### config.mk
export PLATFORM = sky130hd
export DESIGN_NAME = batt_health_tester
export DESIGN_NICKNAME = d
export VERILOG_FILES = /design/src/rtl/bht_pkg.sv /design/src/rtl/bht_rst_sync.sv /design/src/rtl/bht_interval_cnt.sv /design/src/rtl/bht_sched.sv /design/src/rtl/bht_warn_flag.sv /design/src/rtl/batt_health_tester.sv
export SDC_FILE = /design/constraint.sdc
export NUM_CORES = 1
export LEC_CHECK = 0
export BUFFER_PORTS_ARGS = -buffer_cell sky130_fd_sc_hd__buf_2
export CORE_MARGIN = 3
export CORE_UTILIZATION = 60
export CTS_CLUSTER_SIZE = 40
export DETAILED_ROUTE_END_ITERATION = 10
export PLACE_DENSITY = 0.79
export SYNTH_ARGS = -nofsm -noshare
export SYNTH_HDL_FRONTEND = slang
export SYNTH_SLANG_ARGS = --single-unit
### constraint.sdc
create_clock -name clk -period 4.3 [get_ports clk]
set_clock_uncertainty 0.15 [all_clocks]
set_input_delay 0.645 -clock clk [delete_from_list [all_inputs] [get_ports clk]]
set_output_delay 0.645 -clock clk [all_outputs]
set_load 0.01 [all_outputs]
### src/rtl/bht_pkg.sv
package bht_pkg;
  typedef enum logic [1:0] {
    ST_OFF  = 2'd0,
    ST_WAIT = 2'd1,
    ST_TEST = 2'd2,
    ST_IDLE = 2'd3
  } bht_state_e;
endpackage

### src/rtl/bht_rst_sync.sv
module bht_rst_sync #(
  parameter int STAGES = 2
) (
  input  logic clk,
  input  logic rst_n,
  output logic rst_sync_n
);
  logic [STAGES-1:0] sync_q;
  logic [STAGES-1:0] sync_d;

  always_comb begin
    sync_d = {sync_q[STAGES-2:0], 1'b1};
  end

  always_ff @(posedge clk or negedge rst_n) begin
    if (!rst_n) sync_q <= '0;
    else        sync_q <= sync_d;
  end

  assign rst_sync_n = sync_q[STAGES-1];
endmodule

### src/rtl/bht_interval_cnt.sv
module bht_interval_cnt #(
  parameter int LIMIT = 1000
) (
  input  logic clk,
  input  logic rst_n,
  input  logic clr,
  input  logic en,
  output logic wrap
);
  localparam int W = (LIMIT > 1) ? $clog2(LIMIT) : 1;
  localparam logic [W-1:0] LAST = W'(LIMIT - 1);

  logic [W-1:0] cnt_q;
  logic [W-1:0] cnt_d;
  logic         at_last;

  assign at_last = (cnt_q == LAST);
  assign wrap    = en && at_last && !clr;

  always_comb begin
    cnt_d = cnt_q;
    if (clr)          cnt_d = '0;
    else if (en) begin
      if (at_last)    cnt_d = '0;
      else            cnt_d = cnt_q + 1'b1;
    end
  end

  always_ff @(posedge clk or negedge rst_n) begin
    if (!rst_n) cnt_q <= '0;
    else        cnt_q <= cnt_d;
  end

  p_cnt_range_r12: assert property (@(posedge clk) disable iff (!rst_n)
    cnt_q <= LAST);
  p_cnt_hold_r12: assert property (@(posedge clk) disable iff (!rst_n)
    (!en && !clr) |=> $stable(cnt_q));
endmodule

### src/rtl/bht_sched.sv
module bht_sched
  import bht_pkg::*;
(
  input  logic       clk,
  input  logic       rst_n,
  input  logic       supply_ok,
  input  logic       recovery_done,
  input  logic       win_done,
  input  logic       per_done,
  output bht_state_e state,
  output logic       pu_test
);
  bht_state_e state_q, state_d;
  logic       pu_q, pu_d;

  always_comb begin
    state_d = state_q;
    pu_d    = pu_q;
    if (!supply_ok) begin
      state_d = ST_OFF;
    end else begin
      unique case (state_q)
        ST_OFF:  state_d = ST_WAIT;
        ST_WAIT: if (recovery_done) begin
                   state_d = ST_TEST;
                   pu_d    = 1'b1;
                 end
        ST_TEST: if (win_done) state_d = ST_IDLE;
        ST_IDLE: if (per_done) begin
                   state_d = ST_TEST;
                   pu_d    = 1'b0;
                 end
        default: state_d = ST_OFF;
      endcase
    end
  end

  always_ff @(posedge clk or negedge rst_n) begin
    if (!rst_n) begin
      state_q <= ST_OFF;
      pu_q    <= 1'b0;
    end else begin
      state_q <= state_d;
      pu_q    <= pu_d;
    end
  end

  assign state   = state_q;
  assign pu_test = pu_q;

  p_wait_needs_pulse_r2: assert property (@(posedge clk) disable iff (!rst_n)
    (state_q == ST_WAIT && !recovery_done) |=> state_q != ST_TEST);
  p_idle_needs_period_r5: assert property (@(posedge clk) disable iff (!rst_n)
    (state_q == ST_IDLE && !per_done) |=> state_q != ST_TEST);
  p_supply_loss_r9: assert property (@(posedge clk) disable iff (!rst_n)
    !supply_ok |=> state_q == ST_OFF);
endmodule

### src/rtl/bht_warn_flag.sv
module bht_warn_flag (
  input  logic clk,
  input  logic rst_n,
  input  logic in_test,
  input  logic batt_low,
  input  logic test_end,
  input  logic pu_test,
  output logic warn
);
  logic seen_q, seen_d;
  logic warn_q, warn_d;
  logic low_now;

  assign low_now = seen_q || batt_low;

  always_comb begin
    seen_d = seen_q;
    if (!in_test)       seen_d = 1'b0;
    else if (batt_low)  seen_d = 1'b1;
  end

  always_comb begin
    warn_d = warn_q;
    if (test_end) begin
      if (low_now)      warn_d = 1'b1;
      else if (pu_test) warn_d = 1'b0;
    end
  end

  always_ff @(posedge clk or negedge rst_n) begin
    if (!rst_n) begin
      seen_q <= 1'b0;
      warn_q <= 1'b0;
    end else begin
      seen_q <= seen_d;
      warn_q <= warn_d;
    end
  end

  assign warn = warn_q;

  p_warn_only_at_end_r11: assert property (@(posedge clk) disable iff (!rst_n)
    !test_end |=> $stable(warn_q));
  p_low_sets_warn_r4: assert property (@(posedge clk) disable iff (!rst_n)
    (test_end && (seen_q || batt_low)) |=> warn_q);
  p_periodic_pass_keeps_r6: assert property (@(posedge clk) disable iff (!rst_n)
    (test_end && !pu_test && warn_q) |=> warn_q);
  p_powerup_pass_clears_r7: assert property (@(posedge clk) disable iff (!rst_n)
    (test_end && pu_test && !seen_q && !batt_low) |=> !warn_q);
endmodule

### src/rtl/batt_health_tester.sv
module batt_health_tester
  import bht_pkg::*;
#(
  parameter int WINDOW_TICKS = 1000,
  parameter int PERIOD_TICKS = 86_400_000,
  parameter int SYNC_STAGES  = 2
) (
  input  logic clk,
  input  logic rst_n,
  input  logic tick,
  input  logic supply_ok,
  input  logic recovery_done,
  input  logic batt_low,
  output logic test_load_en,
  output logic batt_warn
);
  logic       rst_sync_n;
  bht_state_e state;
  logic       pu_test;
  logic       in_test, in_idle;
  logic       win_wrap, per_wrap;
  logic       test_end;

  bht_rst_sync #(.STAGES(SYNC_STAGES)) u_rst_sync (
    .clk        (clk),
    .rst_n      (rst_n),
    .rst_sync_n (rst_sync_n)
  );

  assign in_test = (state == ST_TEST);
  assign in_idle = (state == ST_IDLE);

  bht_interval_cnt #(.LIMIT(WINDOW_TICKS)) u_win_cnt (
    .clk   (clk),
    .rst_n (rst_sync_n),
    .clr   (!in_test),
    .en    (tick && in_test),
    .wrap  (win_wrap)
  );

  bht_interval_cnt #(.LIMIT(PERIOD_TICKS)) u_per_cnt (
    .clk   (clk),
    .rst_n (rst_sync_n),
    .clr   (!in_idle),
    .en    (tick && in_idle),
    .wrap  (per_wrap)
  );

  assign test_end = win_wrap && supply_ok;

  bht_sched u_sched (
    .clk           (clk),
    .rst_n         (rst_sync_n),
    .supply_ok     (supply_ok),
    .recovery_done (recovery_done),
    .win_done      (win_wrap),
    .per_done      (per_wrap),
    .state         (state),
    .pu_test       (pu_test)
  );

  bht_warn_flag u_warn (
    .clk      (clk),
    .rst_n    (rst_sync_n),
    .in_test  (in_test),
    .batt_low (batt_low),
    .test_end (test_end),
    .pu_test  (pu_test),
    .warn     (batt_warn)
  );

  assign test_load_en = in_test;

  p_load_off_unsupplied_r9: assert property (@(posedge clk) disable iff (!rst_sync_n)
    !supply_ok |=> !test_load_en);
  p_warn_kept_on_loss_r9: assert property (@(posedge clk) disable iff (!rst_sync_n)
    !supply_ok |=> $stable(batt_warn));
  p_reset_quiet_r1: assert property (@(posedge clk)
    !rst_sync_n |-> (!test_load_en && !batt_warn));
endmodule

Word-level counts from Yosys, hierarchy flattened
Index checks and enable logic that the tools add are counted.

storage, ports and cells
  register bits after elaboration = 44
  input port bits = 6

cells by class
  add/subtract/negate cells = 2
  eq/ne operators = 13
  mux-type cells = 18
  reduce and logical (&&, ||, !) cells = 14

operator list
  kind                                                             count
  27-bit 2-to-1 mux                                                3
  10-bit 2-to-1 mux                                                3
  27-bit by 1-bit adder with 27-bit output, second input constant  1
  27-bit == test, second input constant                            1
  10-bit by 1-bit adder with 10-bit output, second input constant  1
  10-bit == test, second input constant                            1
  2-bit 2-to-1 mux                                                 4
  2-bit one-hot mux with 4 select lines                            1
  1-bit logical AND                                                7
  1-bit 2-to-1 mux                                                 6
  2-bit by 1-bit != test with 1-bit output, second input constant  3
  3-bit by 2-bit != test with 1-bit output, second input constant  2
  2-bit == test, second input constant                             2
  2-bit != test, second input constant                             2
  4-bit AND reduction                                              1
  2-bit nonzero test                                               2
  3-bit != test, second input constant                             1
  3-bit AND reduction                                              1
  2-bit by 1-bit == test with 1-bit output, second input constant  1
  2-bit zero test                                                  1
  1-bit one-hot mux with 2 select lines                            1
  2-bit AND reduction                                              1
  1-bit logical OR                                                 1

Depth between registers and ports, before layout
  depth in word-level cells = 7
  depth in mapped cells = 7

Cells and area by module
Synthesis repeated with hierarchy kept, for this count alone.

second synthesis, totals
  cells, all modules = 267
  area, all modules = 2,551.2 um^2

modules (own cells, without submodules)
  module                         instances  cells an instance  area an instance (um^2)  seq. area each (um^2)
  bht_interval_cnt at u_per_cnt  1          177                1,635.3                  675.6
  bht_interval_cnt at u_win_cnt  1          61                 595.6                    250.2
  bht_sched                      1          14                 147.6                    75.1
  bht_warn_flag                  1          6                  76.3                     50.0
  bht_rst_sync                   1          3                  53.8                     50.0
  batt_health_tester             1          6                  42.5                     0.0

Least setup slack after synthesis
Ideal clock, no wire load.

  kind = flip-flop to flip-flop
  start point = register u_per_cnt.cnt_q[10]
  end point = register u_per_cnt.cnt_q[5]
  library setup time = 122 ps
  arrival time = 2,023 ps
  data required time = 4,028 ps
  slack = 2,005 ps
  stages on the path, launching flop included = 7
  buffers on the path = 1
  period minus slack after synthesis = 2,295 ps
  cell sequence = dfrtp_1 -> buf_6 -> or4_4 -> nor4_4 -> and3_4 -> o21ai_2 -> a32o_1

on the way
  word-level cells in the longest chain between the ends = 4

RTL lines
  what                    line                    source
  from (decl)             bht_interval_cnt.sv:13  logic [W-1:0] cnt_q;
  from (signal assigned)  bht_interval_cnt.sv:31  else cnt_q <= cnt_d;
  27-bit == test          bht_interval_cnt.sv:17  assign at_last = (cnt_q == LAST);
  27-bit 2-to-1 mux       bht_interval_cnt.sv:24  if (at_last) cnt_d = '0;
  27-bit 2-to-1 mux       bht_interval_cnt.sv:23  else if (en) begin
  27-bit 2-to-1 mux       bht_interval_cnt.sv:22  if (clr) cnt_d = '0;

Every way passes these cells. The select of a mux whose other input is x is not followed.
A chain may end at the register's enable or synchronous reset.

Worst setup path after layout
  start point = register u_per_cnt.cnt_q[19]
  end point = register u_sched.pu_q, in the netlist u_sched.pu_test

on the way
  word-level cells in the longest chain between the ends = 5

RTL lines
  what                                                line                    source
  27-bit == test                                      bht_interval_cnt.sv:17
  1-bit logical AND (2 in series)                     bht_interval_cnt.sv:18  assign wrap = en && at_last && !clr;
  2-bit by 1-bit != test with 1-bit output (no line)  -
  4-bit AND reduction (no line)                       -
  to (signal assigned)                                bht_sched.sv:44         pu_q <= pu_d;
  to (decl)                                           bht_sched.sv:14         logic pu_q, pu_d;

Every way passes these cells.

==> run summary <==
Remaining global-route overflow = 0
Worst hold path class = reg -> reg
VDD IR max = 0.0002316 V
Yosys cell types = 56
Layout cells sized above 1 = 10.80%
Logic pwr share = 4.2%
Initial core utilization = 63.03%
Post-CTS Setup Bufs = 0
Pin count of the biggest net entering global routing = 43
Status = finished clean
Cells after DPL = 328
Worst setup SP type = register
Post-Syn Nets = 291
Slew Viols, Final = 0
Buffer levels on the longest clock path = 2
Fillers = 323
Finished Layout Cells = 337
CP endpoint kind = register
Cell row count = 23
Vias per cell = 6.617
Register area = 1102 µm²
# H-tree levels = 2
CTS buffer count = 5
Area grow syn2layout = 4.403%
Leak = 0.9938 nW
Port Buffers = 7
Yosys warnings = 0
Initial antenna violation count = 0
First-pass GRT wire length = 9611 µm
All-Layer GR Usage = 23.44%
Internal power = 0.5386 mW
Num ports = 8
Pwr Density = 266.2 nW/µm²
Avg WL per Cell = 16.34 µm
Die ar. = 5082 µm²
Crit path kind = reg -> reg
Drt total wl = 5507 µm
Final hold viol count = 0
Post-synth EDFFs = 0
Vias in the first global route = 2053
Post-DP HPWL = 3730 µm
Commonest non-fill, non-tap cell in the layout = dfrtp_1
Post-synth top flop = dfrtp_1
Clk sinks = 44
Total core area = 4058 µm²
Post-cts resize count = 0
Die width = 71.29 µm
WP data arrival = 2660 ps
GP Congestion = 0.9293
Final min period = 2623 ps
Worst slew pin tran = 1008 ps
Synth Instances = 283
Sequential share of power = 60.2%
Post-Synthesis Cell Area = 2557 µm²
Routed Antenna Nets = 0
Clock transition at the registers of the reported paths = 90 ps
Die height = 71.29 µm
Relative slew slack = 32.17%
TNS Setup = 0 ps
Commonest cells after routing, fill and taps aside = dfrtp_1 (43), nand2_1 (29), o21ai_0 (22), a21oi_1 (20), nor2_1 (19)
Sequential share of the synthesized area = 43.05%
Mean area per synthesized cell = 9.037 µm²
Vias = 2230
Sw frac = 24.23%
Area of the multi-input gates = 1345 µm²
Drt pass-1 iters = 6
Layout Nets = 294
Max capacitance violation total = 0
Iter 0 DRT Violations = 231
RSZ-0062 raised after global routing = no
Worst-skew pair later-pin latency = 310 ps
CTS tree = done
Number of remaining DRC errors = 0
Fmax = 381.2 MHz
Crit Path Max Fanout = 10
Clock network fraction of total power = 35.7%
Root Driver = clkbuf_8
Seq cells post-synth = 44
Switching power = 0.1722 mW
Antenna Cells = 0
Worst EP required = 4340 ps
Tcrit/Tclk final = 61.00%
Finish-stage setup viols = 0
Post-synth ARST share = 100.0%
worst max-delay path, stage by stage (launching register included):
cell and delay (ps):
dfrtp_1 460, or4_4 570, nor4_4 590, nand3_1 390
o21ai_0 240, o21ai_0 100
path summary, 6_finish.rpt:
kind	start	slack (ps)	to	cells past startpoint
setup reg to reg	u_per_cnt.cnt_q[19]$_DFFE_PN0P_	1680	u_sched.pu_test$_DFFE_PN0P_	5
hold / removal	u_rst_sync.sync_q[0]$_DFF_PN0_	210	u_rst_sync.sync_q[1]$_DFF_PN0_	0
hold reg to reg	u_rst_sync.sync_q[0]$_DFF_PN0_	210	u_rst_sync.sync_q[1]$_DFF_PN0_	0
max in group asynchronous	u_rst_sync.sync_q[1]$_DFF_PN0_	3200	u_per_cnt.cnt_q[10]$_DFFE_PN0P_	0
setup / recovery	u_per_cnt.cnt_q[19]$_DFFE_PN0P_	1680	u_sched.pu_test$_DFFE_PN0P_	5
min in group asynchronous	u_rst_sync.sync_q[1]$_DFF_PN0_	240	u_sched.state[0]$_DFFE_PN0P_	0
cell families (layout without fill, tap and decap cells):
logic type | count (synthesis) | in the layout | synth area share (%)
buf+inv | 19 | 23 | 4.354
fa+ha+maj | 2 | 2 | 0.9783
flops | 44 | 44 | 43.05
xor+xnor | 8 | 8 | 2.740
mux | 1 | 1 | 0.3914
simple gates | 137 | 137 | 30.77
compound gates | 71 | 71 | 17.56
other cells | 1 | 1 | 0.1466
cell usage after synthesis, types with 2 or more instances:
cell type,count,area share [%]
and4_1,3,1.0
nor2_1,19,2.8
a31oi_1,3,0.73
a21o_1,3,0.88
nor4_2,2,0.98
inv_1,6,0.88
nand4_1,14,3.4
clkbuf_1,6,0.88
ha_1,2,0.98
a32o_1,5,2.0
and2_1,2,0.49
o2bb2ai_1,2,0.69
or4_1,2,0.59
nand3_1,16,3.1
dfrtp_1,44,43
o21ai_0,22,4.3
nor4_1,8,2.0
nand2_1,29,4.3
nor3_1,13,2.5
nand3b_1,2,0.59
xor2_1,7,2.4
a22oi_1,4,1.2
nor2b_1,4,0.98
a21oi_1,20,3.9
nand4b_1,6,2.1
o31ai_1,4,1.2
and3_1,3,0.73
o211a_1,2,0.78
clkbuf_8,2,1.1
buf_6,2,0.88
timing repair:
item | 4_1_cts | 5_1_grt
hold buffers | 1 | 0
hold endpoints to repair | 2 | 0
endpoints found under the setup margin | 0 | 0
through the flow:
| step | cell area (µm²) | total power [mW] | hold WS, ps | util [%] | worst slack [ps] |
|---|---|---|---|---|---|
| after floorplan | 2557 | 0.4562 | 181.2 | - | 2005 |
| after global placement | 2575 | 0.4641 | 185.7 | 63.46 | 1715 |
| after detailed placement | 2575 | 0.4651 | 190.4 | 63.46 | 1633 |
| after CTS | 2670 | 0.7157 | 211.0 | 65.80 | 1704 |
| after global routing | 2670 | 0.7339 | 213.9 | 65.80 | 1510 |
| final | 2670 | 0.7107 | 210.0 | 65.80 | 1677 |
cell type report:
class                   count  share of cell area (%)
repair buffers              9                   1.968
flip-flops and latches     44                   41.28
clock inverters             2                  0.4686
multi-input cells         220                   50.37
clock buffers               6                   2.718
inverters                   6                  0.8435
well taps                  50                   2.343
layer usage:
layer	up-vias	wire (µm)	global-route usage, %
li1	1076	-	-
met1	1083	2669	34.37
met2	61	2507	35.10
met3	10	240	4.208
met4	0	89	8.142
met5	-	0	0
power by group through the flow:
stage	clock network [mW]	logic, mW	registers [mW]
after global routing	0.271	0.0327	0.430
after floorplan	0	0.0227	0.434
final	0.254	0.0296	0.428
after global placement	0	0.0279	0.436
after CTS	0.258	0.0292	0.428
after detailed placement	0	0.0285	0.437
sequential cells by signal, summed over array words and instances (netlist names):
name,flops
u_sched.state,2
u_per_cnt.cnt_q,27
u_warn.warn,1
u_win_cnt.cnt_q,10
u_warn.seen_q,1
u_sched.pu_test,1
u_rst_sync.sync_q,2
Power figures use the tool's default switching activity.
